**config.mk**
```make
export PLATFORM = sky130hd
export DESIGN_NAME = pfd_lock_top
export DESIGN_NICKNAME = d
export VERILOG_FILES = /design/src/rtl/pfd_pkg.sv /design/src/rtl/pfd_edge.sv /design/src/rtl/pfd_core.sv /design/src/rtl/pfd_lock_mon.sv /design/src/rtl/pfd_rst_ctl.sv /design/src/rtl/pfd_lock_top.sv
export SDC_FILE = /design/constraint.sdc
export NUM_CORES = 1
export LEC_CHECK = 0
export BUFFER_PORTS_ARGS = -buffer_cell sky130_fd_sc_hd__buf_2
export CORE_ASPECT_RATIO = 1.1
export CORE_MARGIN = 4
export CORE_UTILIZATION = 40
export DETAILED_ROUTE_END_ITERATION = 6
export MAX_ROUTING_LAYER = met4
export PLACE_DENSITY_LB_ADDON = 0.15
export SKIP_LAST_GASP = 1
export SYNTH_ARGS = -nofsm -noshare
export SYNTH_HDL_FRONTEND = slang
export SYNTH_SLANG_ARGS = --single-unit
```
**constraint.sdc**
```tcl
create_clock -name clk -period 1.9 [get_ports clk]
set_clock_uncertainty 0.1 [all_clocks]
set_input_delay 0.285 -clock clk [delete_from_list [all_inputs] [get_ports clk]]
set_output_delay 0.285 -clock clk [all_outputs]
set_load 0.01 [all_outputs]
```
**src/rtl/pfd_pkg.sv**
```systemverilog
package pfd_pkg;

  // good comparison: one-sided interval within tolerance
  function automatic logic skew_ok(input int skew, input int tol);
    return (skew <= tol);
  endfunction

  // saturating run counter update
  function automatic int next_run(input int run, input logic good, input int lim);
    if (!good) return 0;
    if (run >= lim) return lim;
    return run + 1;
  endfunction

  // saturating increment of a skew count
  function automatic int sat_inc(input int v, input int lim);
    return (v >= lim) ? lim : v + 1;
  endfunction

endpackage

```
**src/rtl/pfd_edge.sv**
```systemverilog
module pfd_edge (
  input  logic clk,
  input  logic rst_n,
  input  logic din,
  output logic rise
);
  logic din_q;

  always_ff @(posedge clk or negedge rst_n) begin
    if (!rst_n) din_q <= 1'b0;
    else        din_q <= din;
  end

  assign rise = din & ~din_q;
endmodule

```
**src/rtl/pfd_core.sv**
```systemverilog
module pfd_core #(
  parameter int MIN_W = 2,
  parameter int SKW   = 8
) (
  input  logic           clk,
  input  logic           rst_n,
  input  logic           hold,
  input  logic           up_ev,
  input  logic           dn_ev,
  output logic           up,
  output logic           dn,
  output logic           cmp_ev,
  output logic [SKW-1:0] cmp_skew
);
  localparam int AW      = (MIN_W > 1) ? $clog2(MIN_W) : 1;
  localparam int SKW_MAX = (1 << SKW) - 1;

  logic [AW-1:0]  and_cnt;
  logic [SKW-1:0] skew;
  logic           both;
  logic           clr;

  assign both     = up & dn;
  assign clr      = both & (int'(and_cnt) == MIN_W - 1);
  assign cmp_ev   = clr;
  assign cmp_skew = skew;

  always_ff @(posedge clk or negedge rst_n) begin
    if (!rst_n) begin
      up      <= 1'b0;
      dn      <= 1'b0;
      and_cnt <= '0;
      skew    <= '0;
    end else if (hold) begin
      up      <= 1'b0;
      dn      <= 1'b0;
      and_cnt <= '0;
      skew    <= '0;
    end else begin
      up      <= (up & ~clr) | up_ev;
      dn      <= (dn & ~clr) | dn_ev;
      and_cnt <= (both & ~clr) ? and_cnt + 1'b1 : '0;
      if (clr)
        skew <= '0;
      else if (up ^ dn)
        skew <= SKW'(pfd_pkg::sat_inc(int'(skew), SKW_MAX));
    end
  end
endmodule

```
**src/rtl/pfd_lock_mon.sv**
```systemverilog
module pfd_lock_mon #(
  parameter int LOCK_CNT = 4,
  parameter int LOCK_TOL = 0,
  parameter int SKW      = 8
) (
  input  logic           clk,
  input  logic           rst_n,
  input  logic           hold,
  input  logic           cmp_ev,
  input  logic [SKW-1:0] cmp_skew,
  output logic           locked
);
  localparam int RW = $clog2(LOCK_CNT + 1);

  logic [RW-1:0] run;
  logic          good;

  assign good   = pfd_pkg::skew_ok(int'(cmp_skew), LOCK_TOL);
  assign locked = (int'(run) >= LOCK_CNT);

  always_ff @(posedge clk or negedge rst_n) begin
    if (!rst_n)      run <= '0;
    else if (hold)   run <= '0;
    else if (cmp_ev) run <= RW'(pfd_pkg::next_run(int'(run), good, LOCK_CNT));
  end
endmodule

```
**src/rtl/pfd_rst_ctl.sv**
```systemverilog
module pfd_rst_ctl (
  input  logic clk,
  input  logic rst_n,
  input  logic req,
  output logic r_clr,
  output logic n_clr
);
  always_ff @(posedge clk or negedge rst_n) begin
    if (!rst_n) begin
      r_clr <= 1'b0;
      n_clr <= 1'b0;
    end else begin
      r_clr <= req;
      n_clr <= req;
    end
  end
endmodule

```
**src/rtl/pfd_lock_top.sv**
```systemverilog
module pfd_lock_top #(
  parameter int MIN_W    = 2,
  parameter int LOCK_CNT = 4,
  parameter int LOCK_TOL = 0,
  parameter int SKW      = 8
) (
  input  logic clk,
  input  logic rst_n,
  input  logic ref_pulse,
  input  logic div_pulse,
  input  logic cnt_rst_req,
  output logic pump_up,
  output logic pump_dn,
  output logic pump_oe,
  output logic lock_det,
  output logic r_cnt_clr,
  output logic n_cnt_clr
);
  localparam int NIN = 2;

  logic [NIN-1:0] raw_in;
  logic [NIN-1:0] rise_w;
  logic           cmp_ev_w;
  logic [SKW-1:0] cmp_skew_w;
  logic           locked_w;

  assign raw_in = {div_pulse, ref_pulse};

  for (genvar g = 0; g < NIN; g++) begin : g_edge
    pfd_edge u_edge (
      .clk  (clk),
      .rst_n(rst_n),
      .din  (raw_in[g]),
      .rise (rise_w[g])
    );
  end

  pfd_core #(.MIN_W(MIN_W), .SKW(SKW)) u_core (
    .clk     (clk),
    .rst_n   (rst_n),
    .hold    (cnt_rst_req),
    .up_ev   (rise_w[0]),
    .dn_ev   (rise_w[1]),
    .up      (pump_up),
    .dn      (pump_dn),
    .cmp_ev  (cmp_ev_w),
    .cmp_skew(cmp_skew_w)
  );

  pfd_lock_mon #(.LOCK_CNT(LOCK_CNT), .LOCK_TOL(LOCK_TOL), .SKW(SKW)) u_lock (
    .clk     (clk),
    .rst_n   (rst_n),
    .hold    (cnt_rst_req),
    .cmp_ev  (cmp_ev_w),
    .cmp_skew(cmp_skew_w),
    .locked  (locked_w)
  );

  pfd_rst_ctl u_rst (
    .clk  (clk),
    .rst_n(rst_n),
    .req  (cnt_rst_req),
    .r_clr(r_cnt_clr),
    .n_clr(n_cnt_clr)
  );

  assign pump_oe  = pump_up | pump_dn;
  assign lock_det = locked_w | ~pump_oe;
endmodule

```
# Word level (Yosys, flattened, before mapping)
# Cells that the tools add are included.
[totals]
ff_bits = 17
input_bits = 5
out_inout_bits = 6
[classes]
n_mux = 20
n_lt_le_gt_ge = 3
n_bitwise = 16
addsub = 3
n_reduce_logical = 2
[ops]
columns = ["cell", "n"]
rows = [
  ["two-way mux 8 bit", 4],
  ["two-way mux 3 bit", 5],
  ["two-way mux 1 bit", 11],
  ["adder 8 x 1 -> 8 bit (second input constant)", 1],
  [">= comparator 8 bit (second input constant)", 1],
  ["<= comparator 8 x 1 -> 1 bit (second input constant)", 1],
  ["bitwise AND 1 bit", 7],
  ["inverter 1 bit", 4],
  ["bitwise OR 1 bit", 4],
  ["adder 3 x 1 -> 3 bit (second input constant)", 1],
  [">= comparator 3 bit (second input constant)", 1],
  ["nonzero test 3 bit", 1],
  ["nonzero test 2 bit", 1],
  ["adder 1 bit (second input constant)", 1],
  ["bitwise XOR 1 bit", 1],
]

# Depth between registers and ports, before layout
[logic_depth]
ltp_word = 11
depth_mapped = 7
ltp_nobuf = 5

# Hierarchy
# Synthesis repeated with hierarchy kept, for this count alone.
[hier_totals]
cells_unflattened = 85
hier_area_um2 = 883.3
[modules_own_cells]
columns = ["mod", "n_inst", "cells_each", "area_each_um2", "seq_area_each_um2"]
rows = [
  ["pfd_core", 1, 57, 560.5, 275.3],
  ["pfd_lock_mon", 1, 20, 198.9, 75.1],
  ["pfd_edge", 2, 2, 38.8, 25.0],
  ["pfd_rst_ctl", 1, 2, 32.5, 25.0],
  ["pfd_lock_top", 1, 2, 13.8, 0.0],
]

# Worst setup path after synthesis
# No wires, ideal clock.
[synth_timing]
path_kind = "flip-flop to flip-flop"
start = "register u_core.up"
end = "register u_core.skew[5], in the netlist u_core.cmp_skew[5]"
setup_ns = 0.132
arrival_time_ns = 1.419
t_required_ns = 1.668
n_path_buf = 2
slack_ns = 0.248
stages_incl_launch_ff = 8
cell_sequence = "dfrtp_1 inv_1 ha_1 buf_4 and4_1 buf_4 a31oi_1 a311oi_1"
[synth_between]
elab_chain_len = 4
elab_cells_between_ends = 6
classes_between = "2 x mux; 3 x bitwise; 1 x reduce/logical"
[synth_lines]
columns = ["element", "line_no", "rtl"]
rows = [
  ["start, declared", "pfd_core.sv:10", "output logic up,"],
  ["start signal, assigned", "pfd_core.sv:40", "up <= (up & ~clr) | up_ev;"],
  ["bitwise AND 1 bit", "pfd_core.sv:23", "assign both = up & dn;"],
  ["bitwise AND 1 bit", "pfd_core.sv:24", "assign clr = both & (int'(and_cnt) == MIN_W - 1);"],
  ["two-way mux 8 bit", "pfd_core.sv:43", "if (clr)"],
  ["two-way mux 8 bit", "pfd_core.sv:34", "end else if (hold) begin"],
  ["end signal, assigned", "pfd_core.sv:46", "skew <= SKW'(pfd_pkg::sat_inc(int'(skew), SKW_MAX));"],
  ["end, declared", "pfd_core.sv:19", "logic [SKW-1:0] skew;"],
]
# Several ways; a longest one is shown, not always the timed one.
# A chain may end at the register's enable or synchronous reset.

# Worst setup path after layout
[layout_timing]
start = "register u_core.up"
end = "output port lock_det"
[layout_between]
elab_chain_len = 3
[layout_lines]
columns = ["element", "line_no", "rtl"]
rows = [
  ["bitwise OR 1 bit", "pfd_lock_top.sv:67", "assign pump_oe = pump_up | pump_dn;"],
  ["inverter 1 bit", "pfd_lock_top.sv:68", "assign lock_det = locked_w | ~pump_oe;"],
  ["bitwise OR 1 bit", "pfd_lock_top.sv:68", ""],
  ["end, declared", "pfd_lock_top.sv:15", "output logic lock_det,"],
]
# No other way between the ends.

==> impl_metrics.ini <==
[run_status]
status = finished, final reports clean

[final_layout]
fin_area_um2 = 963.4
instances_no_fill = 123
nets = 107
drive_gt1_frac = 0.1579
post-route-util = 0.4768
area_growth_pct = 12.90
antenna_cells = 0

[detailed_routing]
routed_via_density = 5.293
drc = 0
drtIter0Drc = 7
wire_per_inst_um = 13.52
ant_nets = 0
drt-pass1-iter-count = 4
vias = 651
drt-total-wl_mm = 1.663

[placed_design]
post_dp_cell_area_um2 = 905.9
place_inst = 116
routabilityCongestion = 0.8759
portBuffers = 10
dp_hpwl_mm = 1.162

[worst_setup_path]
reg2reg_slack_ns = 0.16
crit_fanout = 3
worstSetupEndpointType = primary output
crit_arrival_ns = 1.37
startpoint_type = register
reg2reg_to = u_core.cmp_skew[5]$_DFFE_PN0P_
path_class = reg -> out
r2r_start = u_core.up$_DFF_PN0_
reg2reg_depth = 5
worstPathRequired_ns = 1.51

[min_path]
hold_path.class = in -> reg
hold_path_end = u_rst.n_clr$_DFF_PN0_
holdPathStages = 1
hold_start = cnt_rst_req

[floorplanning]
start_util = 0.4223
die-area_mm2 = 0.002937
io_pins = 11
core_mm2 = 0.002021
num_rows = 17
die_x_um = 52.04
die_height_um = 56.44

[grt]
grt_pass1_wl_mm = 2.911
grt.total_usage = 0.1364
grt_max_degree = 18
grt_pass1_vias = 637
grt_overflow = 0
antenna_found_initial = 0

[synthesis]
ys_seq_area_frac = 0.4985
synthArstFlopShare = 1.000
post_synth_num_cell_types = 29
syn_inst = 83
syn-num-nets = 94
ys_warn_count = 0
synth_area_per_cell_um2 = 10.28
ys_seq_elements = 17
ys.flop_type = dfrtp_1
synth_edf_count = 0
synth_area_um2 = 853.3

[power]
ir_drop_v = 0.0003916
p_int_uw = 511.2
clockPowerShare = 0.280
swShare = 0.2872
power_uw = 717.2
p_per_area_mw_per_mm2 = 744.4
pwr-share-seq = 0.559
leakage_uw = 0.0004633
p_comb_frac = 0.161
p_switching_uw = 206.0

[sta]
slew_headroom = 0.7277
fmax_mhz = 570.4
finalSetupTns_ns = 0
min_period_ns = 1.753
setup_viol = 0
hold_violations = 0
worst_pin_slew_ns = 0.4028
finalCritPeriodShare = 0.9227
rsz0062_at_grt = false
maxSlewViolCount = 0

[clock_network]
cts_buffers = 3
ctsResizeCount = 0
cts_buffer_depth = 2
cts_sinks = 17
path_clk_slew_ns = 0.11
cts_htree_levels = 1
cts.root.buffer_cell = clkbuf_4
cts_tree = yes
clkLatencyLatePin_ns = 0.30

[run]
cap_violations = 0
==> power by group through the flow <==
| stage | Combinational (uW) | Sequential (uW) | Clock (uW) |
|---|---|---|---|
| after global placement | 112 | 408 | 0 |
| after global routing | 137 | 404 | 228 |
| final | 115 | 401 | 201 |
| after CTS | 118 | 401 | 207 |
| after floorplan | 75.2 | 407 | 0 |
| after detailed placement | 112 | 408 | 0 |
==> routing by layer <==
metal  track usage  up-vias  wire [um]
li1              -      319          -
met1        0.1748      309        767
met2        0.1975       18        780
met3       0.03448        5         79
met4       0.06742        0         36
met5             -        -          0
==> repair_timing <==
item / in CTS / in global routing
buffers inserted: 0 / 0
hold buffers: 3 / 0
hold endpoints to repair: 19 / 0
==> how the worst max path moves through the flow <==
stage,start,to,depth (start not counted)
after CTS,u_core.up$_DFF_PN0_,lock_det,4
after floorplan,u_core.up$_DFF_PN0_,u_core.cmp_skew[5]$_DFFE_PN0P_,7
after detailed placement,u_core.up$_DFF_PN0_,u_core.cmp_skew[5]$_DFFE_PN0P_,5
after global routing,u_core.up$_DFF_PN0_,u_core.cmp_skew[5]$_DFFE_PN0P_,5
after global placement,u_core.dn$_DFF_PN0_,u_core.cmp_skew[5]$_DFFE_PN0P_,5
final,u_core.up$_DFF_PN0_,lock_det,4
==> Yosys cell counts (all sizes together), types with 2 or more instances <==
master	number	area share
a21oi	10	0.059
o32ai	2	0.021
a311oi	2	0.021
and3	3	0.022
inv	9	0.040
nand2	5	0.022
and4	3	0.031
buf	4	0.032
dfrtp	17	0.50
a31oi	2	0.015
o21ai	3	0.018
nor2	2	0.0088
nor3b	2	0.018
ha	6	0.088
==> through the flow <==
stage / worst slack, ns / hold slack (ns)
after global placement: 0.2081 / 0.1309
after detailed placement: 0.1868 / 0.1341
after floorplan: 0.2485 / -0.1106
final: 0.1469 / 0.05979
after global routing: 0.01779 / 0.04885
after CTS: 0.1296 / 0.05818
==> cell families after synthesis <==
kind of cell | count (synthesis) | share of synthesized area
AND/OR/NAND/NOR | 23 | 0.1686
adder cells (fa/ha/maj) | 6 | 0.08797
flip-flops | 17 | 0.4985
AO/OA/AOI/OAI | 22 | 0.1569
XOR/XNOR | 1 | 0.01027
buffers and inverters | 14 | 0.07770
==> layout by cell type, fill, tap and decap left out, types with 3 or more instances in the layout <==
master / count
ha_1: 6
inv_1: 9
clkbuf_4: 3
and4_1: 3
dlygate4sd3_1: 3
and3_1: 3
buf_2: 10
a21oi_1: 10
nand2_1: 5
dfrtp_1: 17
==> critical path: stages, from the launching register on <==
cell,delay (ns)
dfrtp_1,0.39
inv_1,0.07
ha_1,0.21
or2_2,0.27
buf_2,0.14
==> layout make-up <==
| cell class | instances | area (um2) |
|---|---|---|
| clock buffers | 3 | 22.52 |
| clock inverters | 1 | 5.005 |
| fillers | 184 | 1057 |
| inverters | 9 | 33.78 |
| multi-input cells | 52 | 361.6 |
| flip-flops and latches | 17 | 425.4 |
| well taps | 28 | 35.03 |
| repair buffers | 13 | 80.08 |
==> flip-flops by register name, summed over array words and instances, names as in the netlist <==
signal	count
g_edge.u_edge.din_q	2
u_core.dn	1
u_core.and_cnt	1
u_rst.n_clr	1
u_core.cmp_skew	8
u_lock.run	3
u_core.up	1
No activity file was read; power rests on OpenSTA's default activity.
